### config.mk
export PLATFORM = sky130hd
export DESIGN_NAME = spad_guard
export DESIGN_NICKNAME = d
export VERILOG_FILES = /design/src/rtl/spad_guard_pkg.sv /design/src/rtl/spad_range_slot.sv /design/src/rtl/spad_warp_track.sv /design/src/rtl/spad_guard.sv
export SDC_FILE = /design/constraint.sdc
export NUM_CORES = 1
export LEC_CHECK = 0
export CORE_MARGIN = 5
export CORE_UTILIZATION = 60
export CTS_BUF_LIST = sky130_fd_sc_hd__clkbuf_16
export CTS_CLUSTER_DIAMETER = 150
export CTS_CLUSTER_SIZE = 24
export DETAILED_ROUTE_END_ITERATION = 16
export PLACE_DENSITY = 0.81
export REMOVE_ABC_BUFFERS = 1
export SYNTH_ARGS = -nofsm -noshare
export SYNTH_HDL_FRONTEND = slang
export SYNTH_SLANG_ARGS = --single-unit
### constraint.sdc
create_clock -name clk -period 6.4 [get_ports clk]
set_clock_uncertainty 0.1 [all_clocks]
set_input_delay 1.92 -clock clk [delete_from_list [all_inputs] [get_ports clk]]
set_output_delay 1.92 -clock clk [all_outputs]
set_load 0.005 [all_outputs]
### src/rtl/spad_guard_pkg.sv
package spad_guard_pkg;
    localparam int DEF_SLOTS  = 4;
    localparam int DEF_WARPS  = 8;
    localparam int DEF_ADDR_W = 16;

    // Decode an index into a one-hot vector of N bits, gated by valid.
    function automatic logic [31:0] idx_onehot(input logic vld, input int unsigned idx);
        logic [31:0] v;
        v = '0;
        if (vld) v[idx] = 1'b1;
        return v;
    endfunction
endpackage

### src/rtl/spad_range_slot.sv
module spad_range_slot #(
    parameter int ADDR_W = 16
) (
    input  logic              clk,
    input  logic              rst_n,
    input  logic              start_sel,
    input  logic [ADDR_W-1:0] start_base,
    input  logic [ADDR_W-1:0] start_size,
    input  logic              fin_sel,
    input  logic [ADDR_W-1:0] ld_addr,
    output logic              busy,
    output logic              in_range
);
    typedef struct packed {
        logic              busy;
        logic [ADDR_W-1:0] base;
        logic [ADDR_W:0]   lim;
    } slot_st_t;

    slot_st_t st_d, st_q;

    always_comb begin
        st_d = st_q;
        if (fin_sel) begin
            st_d.busy = 1'b0;
        end
        if (start_sel) begin
            st_d.busy = 1'b1;
            st_d.base = start_base;
            st_d.lim  = {1'b0, start_base} + {1'b0, start_size};
        end
    end

    always_ff @(posedge clk) begin
        if (!rst_n) begin
            st_q <= '0;
        end else begin
            st_q <= st_d;
        end
    end

    logic [ADDR_W:0] addr_ext;
    assign addr_ext = {1'b0, ld_addr};
    assign busy     = st_q.busy;
    assign in_range = st_q.busy && (addr_ext >= {1'b0, st_q.base}) && (addr_ext < st_q.lim);
endmodule

### src/rtl/spad_warp_track.sv
module spad_warp_track #(
    parameter int NUM_SLOTS = 4
) (
    input  logic                 clk,
    input  logic                 rst_n,
    input  logic [NUM_SLOTS-1:0] wait_set,
    input  logic [NUM_SLOTS-1:0] wait_clr,
    output logic                 held,
    output logic                 release_p
);
    typedef struct packed {
        logic [NUM_SLOTS-1:0] pend;
    } warp_st_t;

    warp_st_t st_d, st_q;

    always_comb begin
        st_d      = st_q;
        st_d.pend = (st_q.pend & ~wait_clr) | wait_set;
    end

    always_ff @(posedge clk) begin
        if (!rst_n) begin
            st_q <= '0;
        end else begin
            st_q <= st_d;
        end
    end

    assign held      = |st_q.pend;
    assign release_p = (|st_q.pend) && (st_d.pend == '0);
endmodule

### src/rtl/spad_guard.sv
module spad_guard
    import spad_guard_pkg::*;
#(
    parameter int NUM_SLOTS = DEF_SLOTS,
    parameter int NUM_WARPS = DEF_WARPS,
    parameter int ADDR_W    = DEF_ADDR_W,
    parameter int SLOT_W    = (NUM_SLOTS > 1) ? $clog2(NUM_SLOTS) : 1,
    parameter int WARP_W    = (NUM_WARPS > 1) ? $clog2(NUM_WARPS) : 1
) (
    input  logic                 clk,
    input  logic                 rst_n,
    input  logic                 start_valid,
    input  logic [SLOT_W-1:0]    start_slot,
    input  logic [ADDR_W-1:0]    start_base,
    input  logic [ADDR_W-1:0]    start_size,
    input  logic                 fin_valid,
    input  logic [SLOT_W-1:0]    fin_slot,
    input  logic                 ld_valid,
    input  logic [WARP_W-1:0]    ld_warp,
    input  logic [ADDR_W-1:0]    ld_addr,
    output logic                 ld_stall,
    output logic [NUM_WARPS-1:0] warp_held,
    output logic [NUM_WARPS-1:0] warp_release,
    output logic [NUM_SLOTS-1:0] slot_busy,
    output logic                 all_held
);
    logic [NUM_SLOTS-1:0] start_oh;
    logic [NUM_SLOTS-1:0] fin_oh;
    logic [NUM_SLOTS-1:0] range_hit;
    logic [NUM_SLOTS-1:0] live_hit;
    logic [NUM_WARPS-1:0] ld_warp_oh;

    always_comb begin
        logic [31:0] s_oh, f_oh, w_oh;
        s_oh       = idx_onehot(start_valid, 32'(start_slot));
        f_oh       = idx_onehot(fin_valid, 32'(fin_slot));
        w_oh       = idx_onehot(ld_valid, 32'(ld_warp));
        start_oh   = s_oh[NUM_SLOTS-1:0];
        fin_oh     = f_oh[NUM_SLOTS-1:0];
        ld_warp_oh = w_oh[NUM_WARPS-1:0];
        // A slot completing this cycle no longer blocks the load.
        live_hit   = range_hit & ~fin_oh;
        ld_stall   = ld_valid && (|live_hit);
    end

    for (genvar s = 0; s < NUM_SLOTS; s++) begin : g_slot
        spad_range_slot #(
            .ADDR_W(ADDR_W)
        ) slot_i (
            .clk       (clk),
            .rst_n     (rst_n),
            .start_sel (start_oh[s]),
            .start_base(start_base),
            .start_size(start_size),
            .fin_sel   (fin_oh[s]),
            .ld_addr   (ld_addr),
            .busy      (slot_busy[s]),
            .in_range  (range_hit[s])
        );
    end

    for (genvar w = 0; w < NUM_WARPS; w++) begin : g_warp
        logic [NUM_SLOTS-1:0] set_w;
        assign set_w = ld_warp_oh[w] ? live_hit : '0;
        spad_warp_track #(
            .NUM_SLOTS(NUM_SLOTS)
        ) warp_i (
            .clk      (clk),
            .rst_n    (rst_n),
            .wait_set (set_w),
            .wait_clr (fin_oh),
            .held     (warp_held[w]),
            .release_p(warp_release[w])
        );
    end

    assign all_held = &warp_held;
endmodule

# ---- Word-level counts from Yosys, hierarchy flattened
# Index checks and enable logic that the tools add are counted.
# Widths: inputs -> output; s select.
dict set report totals {
  reg_bits 168
  input_bits 60
  output_inout_bits 22
}
dict set report op_classes {
  addsub 1
  order_cmp 14
  mux 25
  bitwise 18
  n_reduce_logical 42
}
# operator count
set op_table {}
lappend op_table {{$mux 34} 4}
lappend op_table {{$lt 16x17->1} 4}
lappend op_table {{$ge 16x16->1} 4}
lappend op_table {{$mux 4} 10}
lappend op_table {{$and 4x4->4} 9}
lappend op_table {{$reduce_or 4->1} 9}
lappend op_table {{$logic_not 4->1} 8}
lappend op_table {{$or 4x4->4} 8}
lappend op_table {{$logic_and 1x1->1} 20}
lappend op_table {{$add 16x16->17} 1}
lappend op_table {{$lt 2x6->1 const B} 2}
lappend op_table {{$mux 8} 1}
lappend op_table {{$reduce_and 8->1} 1}
lappend op_table {{$reduce_bool 2->1} 4}
lappend op_table {{$mux 1} 7}
lappend op_table {{$lt 3x6->1 const B} 1}
lappend op_table {{$demux 1 s2} 2}
lappend op_table {{$ge 2x1->1 const B} 2}
lappend op_table {{$not 4->4} 1}
lappend op_table {{$demux 1 s3} 1}
lappend op_table {{$ge 3x1->1 const B} 1}

# ---- Logic depth before layout (Yosys ltp)
# Gate-level depths: netlist (run 1).
dict set report logic_depth {
  depth_word 11
  depth_mapped 11
  mapped_depth_nobuf 10
}

# ---- Modules after synthesis
# From an unflattened synthesis (run 1), not the netlist that was laid out.
dict set report unflattened {
  cells_unflattened 1467
  area_unflattened_um2 12837.3
}
# mod instances cells_each area_each_um2
set by_module_without_submodules {}
lappend by_module_without_submodules {{spad_range_slot at g_slot[1].slot_i ...} 3 314 2781.4}
lappend by_module_without_submodules {{spad_range_slot at g_slot[0].slot_i} 1 315 2790.2}
lappend by_module_without_submodules {spad_warp_track 8 18 170.2}
lappend by_module_without_submodules {spad_guard 1 66 341.6}

# ---- Worst setup path after synthesis (run 1)
# OpenSTA, ideal clock, no wires.
dict set report synth_path {
  kind {input-to-output}
  startpoint {in ld_addr[0]}
  endpoint {out warp_release[0]}
  arrival_time_ns 3.762
  required_time_ns 4.380
  setup_slack_ns 0.618
  stages 11
  path_buffers 2
  path_cell_list {inv_1 ha_1 nand2b_1 a2111oi_0 nor4_1 nor4_1 or4_1 buf_2 nand4_4 a21oi_1 buf_4}
}
dict set report synth_between {
  elab_chain_len 8
  elab_cells_between_ends 21
}
# element line
set synth_rtl {}
lappend synth_rtl {{start: declaration} spad_guard.sv:20} ;# input logic [ADDR_W-1:0] ld_addr,
lappend synth_rtl {{$ge 16x16->1} spad_range_slot.sv:45} ;# assign in_range = st_q.busy && (addr_ext >= {1'b0, st_q.base}) && (addr_ext < st_q.lim);
lappend synth_rtl {{$logic_and 1x1->1 (2 in series)} spad_range_slot.sv:45}
lappend synth_rtl {{$and 4x4->4 *} spad_guard.sv:42} ;# live_hit = range_hit & ~fin_oh;
lappend synth_rtl {{$mux 4 *} spad_guard.sv:64} ;# assign set_w = ld_warp_oh[w] ? live_hit : '0;
lappend synth_rtl {{$or 4x4->4 *} spad_warp_track.sv:19} ;# st_d.pend = (st_q.pend & ~wait_clr) | wait_set;
lappend synth_rtl {{$logic_not 4->1 *} spad_warp_track.sv:31} ;# assign release_p = (|st_q.pend) && (st_d.pend == '0);
lappend synth_rtl {{$logic_and 1x1->1 *} spad_warp_track.sv:31}
lappend synth_rtl {{end: declaration} spad_guard.sv:23} ;# output logic [NUM_WARPS-1:0] warp_release,
# Mark *: on every way between the ends. The rest lies on a longest branch, timed or not.

# ---- Worst setup path in the final report (run 1)
dict set report layout_path {
  startpoint {in ld_addr[1]}
  endpoint {out warp_release[1]}
}
# Same word-level chain as after synthesis.

==> results of run 1 <==
## layout make-up
| class | count | area (um2) |
|---|---|---|
| sequential | 168 | 3360 |
| clock inverter | 13 | 116 |
| tap | 225 | 282 |
| timing repair buffer | 163 | 1420 |
| clock buffer | 17 | 425 |
| inverter | 127 | 477 |
| fill | 1251 | 4440 |
| multi-input combinational | 967 | 6830 |
## flip-flops by register name, indices dropped and copies added (netlist names)
| register | flops |
|---|---|
| g_slot.slot_i.st_q | 132 |
| g_warp.warp_i.st_q | 32 |
| g_slot.slot_i.busy | 4 |
## power groups by stage
stage | sequential (mW) | combinational (mW) | clock (mW)
finish | 1.10 | 0.549 | 0.992
global route | 1.11 | 0.599 | 1.04
CTS | 1.10 | 0.514 | 0.991
detailed placement | 1.12 | 0.483 | 0
global placement | 1.12 | 0.469 | 0
floorplan | 1.12 | 0.270 | 0
## kinds of logic (layout without fill, tap and decap cells)
group / count (synthesis) / count (layout) / share of synthesized area (%)
multiplexers: 2 / 2 / 0.188
buffers and inverters: 202 / 320 / 7.87
flip-flops: 168 / 168 / 31.7
AO/OA/AOI/OAI: 341 / 341 / 21.6
adder cells (fa/ha/maj): 141 / 141 / 16.7
AND/OR/NAND/NOR: 472 / 473 / 21.2
XOR/XNOR: 10 / 10 / 0.825
## layer usage
metal | up-vias | wire length (um) | global-route usage [%]
met4 | 2 | 926 | 12.1
met2 | 463 | 14900 | 49.1
met1 | 4755 | 12900 | 38.6
met5 | - | 11 | 0
li1 | 4820 | - | -
met3 | 76 | 2560 | 5.89
## repair_timing
| action | 4_1_cts | 5_1_grt |
|---|---|---|
| gates cloned | 1 | 0 |
| gates resized for setup | 95 | 38 |
| endpoints found under the hold margin | 0 | 0 |
| endpoints found under the setup margin | 9 | 9 |
| pin swaps | 23 | 22 |
| buffers inserted | 8 | 7 |
## critical path: cells and delay by family
kind / cells / cell delay (ps)
buf+inv: 5 / 960
simple gates: 3 / 430
fa+ha+maj: 1 / 240
compound gates: 3 / 780
## cells in the mapped netlist, types with 7 or more instances
cell type and n:
a21o_1 19, nand2b_1 10, or2_2 7, nand3_1 38
nor2b_1 23, ha_1 140, nor2_1 37, inv_1 127
o31ai_1 9, o21ai_0 83, nor3_1 21, clkbuf_1 53
and2_1 30, a21oi_1 53, a21boi_0 96, o21a_1 10
dfxtp_1 168, or4_1 13, a22oi_1 8, a2111oi_0 12
a31oi_1 8, nand2_1 243, buf_4 20, and3_1 9
nand4_1 13
## metrics by stage
stage / TNS (ps) / power, mW / cells / hold WS [ps]
6_report: 0 / 2.64 / 1680 / 365
5_1_grt: -3.05 / 2.75 / 1680 / 380
4_1_cts: 0 / 2.61 / 1673 / 367
3_5_place_dp: -5930 / 1.61 / 1634 / 358
3_3_place_gp: -5180 / 1.59 / 1634 / 349
2_1_floorplan: 0 / 1.39 / 1261 / 339
## worst paths after layout
kind	from	endpoint	slack [ps]	cells past startpoint
min reg2reg	g_slot[0].slot_i.st_q[2]	g_slot[0].slot_i.st_q[2]	360	2
min	g_slot[0].slot_i.st_q[2]	g_slot[0].slot_i.st_q[2]	360	2
max reg2reg	g_slot[0].slot_i.st_q[24]	g_warp[0].warp_i.st_q[0]	3830	9
max	ld_addr[1]	warp_release[1]	30	12
==> qor.yml, run 1 <==
detailed_routing:
  viasPerCell: 6.02
  vias: 10100
  ant_nets: 0
  routed_wl_mm: 31.3
  drc: 0
  drtIter0Drc: 713
  wl_per_cell_um: 18.6
  dr.pass1.iters: 5
clocking:
  clk_pin_slew_worst_paths_ps: 60
  root_buffer: "clkbuf_16"
  worst_skew_pair.late_latency_ps: 440
  h-tree-depth: 4
  cts_tree: "built"
  clock_path_buffers: 2
  cts_made_buffers: 17
  cts.sinks: 168
  hold_buffers: 0
worst_setup_path:
  critPathArrivalTime_ps: 4350
  crit_fanout: 4
  cp-end-kind: "primary output"
  crit_top_cell: "buf_4"
  crit_required_ps: 4380
  path_class: "input pin to primary output"
  crit_chain: "dlygate4sd2_1 -> buf_4 -> ha_4 -> a2111oi_4 -> nor3_2 -> o41ai_2 -> nand4_1 -> buf_4 -> nand4_4 -> buf_6 -> a21oi_4 -> buf_2"
  crit_slowest_cell: "o41ai_2"
  max_stage_delay_ps: 370
  crit_path_start_kind: "input pin"
yosys:
  yosysWarnings: 0
  synth_seq_cells: 168
  synth_top_cell_area_share_pct: 31.7
  async_flop_share_pct: 0
  synth-edff-count: 0
  synth.avg_cell_area_um2: 7.95
  synthesis.area_um2: 10600
  yosysTopAreaCell: "dfxtp_1"
  ys.flop_type: "dfxtp_1"
  ys_seq_area_share_pct: 31.7
  yosysUniqueCellTypes: 61
  synth_cells: 1336
  synthTopCellsByArea: "dfxtp_1 32%, ha_1 16%, nand2_1 8.6%"
place:
  dp_hpwl_mm: 21.3
  io_buffer_count: 81
  place.gp.congestion: 0.930
  dp_slack_ps: -742
  placed_area_um2: 11900
floorplanning:
  rows: 48
  core_um2: 17400
  die_h_um: 143
  dieWidth_um: 143
  die-area_um2: 20500
  start_util_pct: 61.2
  io_pins: 82
sta:
  post-route-period-util_pct: 99.5
  tightest_slew_ps: 1090
  drv_slew: 0
  timing.final.ws_setup_ps: 34.0
  hold_viol_final: 0
  max_freq_mhz: 157
  setup_viol: 0
  slew_headroom_pct: 27.6
  period_minus_slack_ps: 6370
final_layout:
  drive_gt1_share_pct: 12.6
  antennaDiodeCount: 0
  nNetsFinal: 1645
  syn_to_final_growth_pct: 21.6
  fin_util_pct: 74.4
  layout_common_cells: "242 x nand2_1, 168 x dfxtp_1, 129 x ha_1, 128 x inv_1, 96 x a21boi_0"
  layout_commonest_cell: "nand2_1"
  fin_area_um2: 12900
pwr:
  clockPowerShare_pct: 37.5
  p_comb_share_pct: 20.8
  p_per_area_nw_per_um2: 205
  netSwitchingFraction_pct: 28.9
  p_int_mw: 1.88
  p_leak_nw: 4.99
  ir_drop_mv: 0.210
  pwr-share-seq_pct: 41.7
  net-switching-power_mw: 0.764
worst_hold_path:
  hold_path_class: "flop to flop"
global_routing:
  grt_use_total_pct: 29.9
  grt_pass1_wl_mm: 48.8
  grt_max_degree: 124
  overflow: 0
  first_global_vias: 9579
  antenna_found_initial: 1
run:
  drv_cap: 0
run_status:
  status: "finished clean"
Power figures use the tool's default switching activity.
==> inputs of run 2 (changes only) <==
--- a/config.mk
+++ b/config.mk
@@ -5,8 +5,9 @@
 export SDC_FILE = /design/constraint.sdc
 export NUM_CORES = 1
 export LEC_CHECK = 0
+export CORE_ASPECT_RATIO = 1.25
 export CORE_MARGIN = 5
-export CORE_UTILIZATION = 60
+export CORE_UTILIZATION = 61
 export CTS_BUF_LIST = sky130_fd_sc_hd__clkbuf_16
 export CTS_CLUSTER_DIAMETER = 150
 export CTS_CLUSTER_SIZE = 24
@@ -15,4 +16,5 @@
 export REMOVE_ABC_BUFFERS = 1
 export SYNTH_ARGS = -nofsm -noshare
 export SYNTH_HDL_FRONTEND = slang
+export SYNTH_HIERARCHICAL = 1
 export SYNTH_SLANG_ARGS = --single-unit
==> qor.yml, run 2 <==
detailed_routing:
  drc: 0
  routed_wl_mm: 39.4
  met2_length_mm: 19.0
  viasPerCell: 6.24
  ant_nets: 0
  drtIter0Drc: 1047
  dr.pass1.iters: 5
  top_layer_used: "met4"
  vias: 11900
  wl_met1_mm: 15.6
  wl_per_cell_um: 20.6
  wl_met3_mm: 2.34
global_routing:
  first_global_vias: 11800
  grt_pass1_wl_mm: 59.9
  grt_use_total_pct: 30.9
  overflow: 0
  grt_max_degree: 100
  antenna_found_initial: 0
floorplanning:
  start_util_pct: 61.9
  die_h_um: 172
  dieWidth_um: 140
  die-area_um2: 24100
  core_um2: 20700
  io_pins: 82
  rows: 59
pwr:
  p_int_mw: 2.06
  p_comb_share_pct: 26.9
  p_per_area_nw_per_um2: 188
  p_leak_nw: 6.24
  pwr-share-seq_pct: 36.5
  power.total_mw: 3.03
  ir_drop_mv: 0.197
  clockPowerShare_pct: 36.6
  netSwitchingFraction_pct: 31.8
  net-switching-power_mw: 0.964
clocking:
  cts_tree: "built"
  cts.sinks: 168
  h-tree-depth: 4
  root_buffer: "clkbuf_16"
  hold_buffers: 0
  clk_pin_slew_worst_paths_ps: 70
  worst_skew_pair.late_latency_ps: 440
  cts_made_buffers: 17
  clock_path_buffers: 2
yosys:
  synth.most_common_cell: "ha_1"
  yosysUniqueCellTypes: 60
  synthTopCellsByArea: "dfxtp_1 26%, ha_1 18%, mux2i_1 7.2%"
  synth.avg_cell_area_um2: 8.75
  yosysWarnings: 6
  synth-edff-count: 0
  synth_top_cell_area_share_pct: 26.2
  synthesis.area_um2: 12800
  synth_seq_cells: 168
  async_flop_share_pct: 0
  synth_common_cells: "188 x ha_1, 168 x dfxtp_1, 153 x inv_1, 127 x nor2b_1, 92 x mux2i_1"
  ys.flop_type: "dfxtp_1"
  synth_cells: 1467
  ys_seq_area_share_pct: 26.2
  yosysTopAreaCell: "dfxtp_1"
place:
  place.gp.congestion: 0.937
  dp_hpwl_mm: 26.5
  placed_area_um2: 14400
  post-place-cells: 1857
  io_buffer_count: 81
final_layout:
  antennaDiodeCount: 0
  fin_util_pct: 77.5
  fillers: 1357
  syn_to_final_growth_pct: 25.2
  layout_common_cells: "168 x dfxtp_1, 164 x ha_1, 152 x inv_1, 126 x nor2b_1, 92 x mux2i_1"
  stdcell_count: 1914
  largest_register_ffs: 132
  layout_commonest_cell: "dfxtp_1"
  top_register: "g_slot.slot_i/st_q"
  fin_area_um2: 16100
  nNetsFinal: 1879
  drive_gt1_share_pct: 19.2
worst_setup_path:
  cp-end-kind: "primary output"
  crit_chain: "buf_4 -> buf_4 -> ha_1 -> a21o_1 -> a211oi_2 -> or3_4 -> a21o_1 -> a211oi_2 -> nand2b_1 -> buf_6 -> buf_6 -> nor2_1 -> a2111oi_2 -> and4_1 -> buf_2"
  critPathArrivalTime_ps: 4500
  crit_fanout: 5
  path_class: "input pin to primary output"
  max_stage_delay_ps: 340
  crit_required_ps: 4380
  crit_slowest_cell: "or3_4"
  crit_path_start_kind: "input pin"
sta:
  slew_headroom_pct: 36.9
  fin_hold_ws_ps: 351
  post-route-period-util_pct: 102
  tightest_slew_ps: 946
  drv_slew: 0
  setup_viol: 6
  rsz0062_at_grt: "true"
  hold_viol_final: 0
  timing.final.ws_setup_ps: -123
  max_freq_mhz: 153
  period_minus_slack_ps: 6520
run:
  drv_cap: 0
run_status:
  status: "finished, violations left"
  violations: "setup timing"
worst_hold_path:
  hold_path_class: "flop to flop"
run 2: changes by cell type in the layout (fill, tap and decap cells not counted), sizes merged, moves of 33 or more:
cell / change
nor2: +35
nor2b: +112
nand3b: +33
mux2i: +90
a21boi: -96
ha: +48
a21o: +40
nand2: -180
buf: +37
a21oi: +46
o21ai: -41
run 2: critical path, delay by kind of cell:
family,cells,cell delay [ps]
buffers and inverters,5,660
and+or+nand+nor,4,840
AOI/OAI and AO/OA,5,800
adders and majority gates,1,270
run 2: cell type report:
| type | instances | area, um2 | share of cell area [%] |
|---|---|---|---|
| Inverter | 153 | 577 | 3.59 |
| Sequential cell | 168 | 3360 | 20.9 |
| Clock buffer | 17 | 425 | 2.65 |
| Clock inverter | 15 | 191 | 1.19 |
| Multi-Input combinational cell | 1101 | 9530 | 59.3 |
| Timing Repair Buffer | 186 | 1640 | 10.2 |
| Tap cell | 274 | 343 | 2.13 |
run 2: final timing paths:
kind	startpoint	endpoint	slack (ps)	depth (start not counted)
worst max-delay path	ld_addr[1]	warp_release[7]	-120	15
worst max register to register	g_slot[3].slot_i/st_q[10]	g_warp[1].warp_i/st_q[3]	3410	17
worst min register to register	g_slot[0].slot_i/st_q[14]	g_slot[0].slot_i/st_q[14]	350	2
worst min-delay path	g_slot[0].slot_i/st_q[14]	g_slot[0].slot_i/st_q[14]	350	2
run 2: metrics by stage:
step / setup TNS, ps / setup WS, ps
global route: -1060 / -189
detailed placement: -9530 / -1090
floorplan: 0 / 57.5
global placement: -8360 / -951
CTS: -257 / -127
finish: -496 / -123
run 2: power groups by stage:
stage                     clock network, mW  registers (mW)  logic [mW]
final                                  1.11            1.10       0.815
after global routing                   1.16            1.11       0.884
after CTS                              1.11            1.10       0.768
after detailed placement                  0            1.13       0.717
after global placement                    0            1.13       0.695
after floorplan                           0            1.12       0.466
run 2: what timing repair did:
item,in CTS,in global routing
cloned,2,1
pin swaps,68,38
gates resized for setup,218,54
buffers inserted,17,7
setup endpoints to repair,9,9
run 2: routing by layer:
metal	GRT usage [%]	vias to the layer above
met2	53.6	507
met3	4.29	176
met5	0	-
met4	17.7	0
met1	36.8	5679
li1	-	5572
run 2: kinds of logic (layout without fill, tap and decap cells):
logic type,Yosys count,count (layout),share of synthesized area [%]
adders and majority gates,192,192,18.9
and+or+nand+nor,431,432,19.3
xor gates and xnor gates,36,36,2.46
muxes,96,96,7.52
buffers and inverters,200,371,6.13
AOI/OAI and AO/OA,344,345,19.4
DFF,168,168,26.2
==> inputs of run 3 (changes only) <==
--- a/config.mk
+++ b/config.mk
@@ -14,6 +14,7 @@
 export DETAILED_ROUTE_END_ITERATION = 16
 export PLACE_DENSITY = 0.81
 export REMOVE_ABC_BUFFERS = 1
+export SKIP_LAST_GASP = 1
 export SYNTH_ARGS = -nofsm -noshare
 export SYNTH_HDL_FRONTEND = slang
 export SYNTH_HIERARCHICAL = 1
==> qor.yml, run 3 (synthesis gave the netlist of run 2 again) <==
worst_hold_path:
  whs_path_depth: 2
  hold_start: "g_slot[0].slot_i/st_q[14]"
  hold_end: "g_slot[0].slot_i/st_q[14]"
  hold_path_class: "flop to flop"
worst_setup_path:
  crit_top_cell: "buf_6"
  cp-end-kind: "primary output"
  crit_path_start_kind: "input pin"
  r2r_slack_ps: 3380
  crit_required_ps: 4380
  crit_slowest_cell: "a2111oi_4"
  path_class: "input pin to primary output"
  rr_startpoint: "g_slot[3].slot_i/st_q[10]"
  crit_chain: "buf_2 -> buf_6 -> buf_4 -> ha_1 -> o21a_1 -> o21ai_0 -> nand2b_1 -> a21oi_4 -> a211oi_4 -> buf_6 -> nand2b_4 -> buf_6 -> nor2_4 -> a2111oi_4 -> and4_1 -> buf_2"
  reg2reg_depth: 17
  max_stage_delay_ps: 300
  critPathArrivalTime_ps: 4510
  rr_endpoint: "g_warp[1].warp_i/st_q[3]"
  crit_fanout: 4
sta:
  setup_viol: 6
  drv_slew: 0
  slew_headroom_pct: 38.3
  tightest_slew_ps: 925
  post-route-period-util_pct: 102
  max_freq_mhz: 153
  hold_viol_final: 0
  period_minus_slack_ps: 6530
  rsz0062_at_grt: "true"
  timing.final.ws_setup_ps: -126
  fin_hold_ws_ps: 352
floorplanning:
  io_pins: 82
  start_util_pct: 61.9
  die-area_um2: 24100
  dieWidth_um: 140
  rows: 59
  core_um2: 20700
  die_h_um: 172
place:
  dp_hpwl_mm: 26.5
  io_buffer_count: 81
  dp_slack_ps: -1090
  place.gp.congestion: 0.937
clocking:
  cts.sinks: 168
  h-tree-depth: 4
  cts_made_buffers: 17
  clock_path_buffers: 2
  hold_buffers: 0
  cts_tree: "built"
  root_buffer: "clkbuf_16"
  clk_pin_slew_worst_paths_ps: 70
  worst_skew_pair.late_latency_ps: 440
run:
  drv_cap: 0
final_layout:
  largest_register_ffs: 132
  fillers: 1387
  syn_to_final_growth_pct: 24.3
  antennaDiodeCount: 0
  nNetsFinal: 1877
  layout_commonest_cell: "dfxtp_1"
  seq_area_um2: 3360
  drive_gt1_share_pct: 18.6
  multi_input_area_um2: 9440
  layout_common_cells: "168 x dfxtp_1, 167 x ha_1, 153 x inv_1, 126 x nor2b_1, 92 x mux2i_1"
  top_register: "g_slot.slot_i/st_q"
  fin_util_pct: 76.9
run_status:
  status: "finished, violations left"
  violations: "setup timing"
pwr:
  netSwitchingFraction_pct: 31.6
  pwr-share-seq_pct: 36.7
  clockPowerShare_pct: 36.6
  ir_drop_mv: 0.197
  net-switching-power_mw: 0.951
  p_comb_share_pct: 26.8
  p_int_mw: 2.06
  p_per_area_nw_per_um2: 189
  power.total_mw: 3.01
  p_leak_nw: 6.21
detailed_routing:
  drc: 0
  ant_nets: 0
  wl_per_cell_um: 20.1
  vias: 11700
  dr.pass1.iters: 5
  routed_wl_mm: 38.5
  viasPerCell: 6.14
  drtIter0Drc: 958
global_routing:
  overflow: 0
  grt_max_degree: 100
  first_global_vias: 11800
  grt_use_total_pct: 30.9
  grt_pass1_wl_mm: 59.9
  antenna_found_initial: 0
run 3: timing repair:
action | CTS | global route
buffers inserted | 17 | 5
pin swaps | 67 | 32
endpoints found under the setup margin | 9 | 9
cloned | 2 | 0
resized for setup | 217 | 36
run 3: worst max path at each step:
| stage | start | slack (ps) | to | depth (start not counted) |
|---|---|---|---|---|
| global route | ld_addr[10] | -190 | warp_release[1] | 16 |
| global placement | ld_addr[0] | -950 | warp_release[4] | 16 |
| detailed placement | ld_addr[10] | -1090 | warp_release[4] | 15 |
| CTS | ld_addr[10] | -130 | warp_release[1] | 16 |
| floorplan | start_slot[1] | 60 | g_slot[0].slot_i/st_q[16] | 3 |
| finish | ld_addr[12] | -130 | warp_release[2] | 16 |
run 3: through the flow:
stage                     TNS (ps)  cells  instance area (um2)
after floorplan                  0   1420                12600
after global placement       -8360   1857                14400
after detailed placement     -9530   1857                14400
after CTS                     -269   1907                15700
after global routing          -927   1912                16000
final                         -464   1912                16000
run 3: power groups by stage:
| stage | clock, mW | combinational [mW] | sequential (mW) |
|---|---|---|---|
| floorplan | 0 | 0.466 | 1.12 |
| global placement | 0 | 0.695 | 1.13 |
| detailed placement | 0 | 0.717 | 1.13 |
| CTS | 1.11 | 0.768 | 1.10 |
| global route | 1.16 | 0.876 | 1.11 |
| finish | 1.10 | 0.806 | 1.10 |
run 3: critical path, delay by kind of cell:
family	cells	cell delay, ps
and+or+nand+nor	4	530
adders and majority gates	1	280
buffers and inverters	6	810
AOI/OAI and AO/OA	5	950
run 3: layout make-up:
class,count,area share (%)
inverters,153,3.60
clock inverters,15,1.20
well taps,274,2.15
repair buffers,184,10.1
multi-input cells,1101,59.2
clock buffers,17,2.67
flip-flops and latches,168,21.1
run 3: layer usage:
metal  routed length, um  vias to the layer above  part of all wire [%]  track usage [%]
met3                2260                      157                   5.9             4.29
li1                    -                     5569                     -                -
met1               15300                     5545                    40             36.8
met5                   0                        -                     0                0
met4                2330                        0                   6.1             17.7
met2               18600                      463                    48             53.6
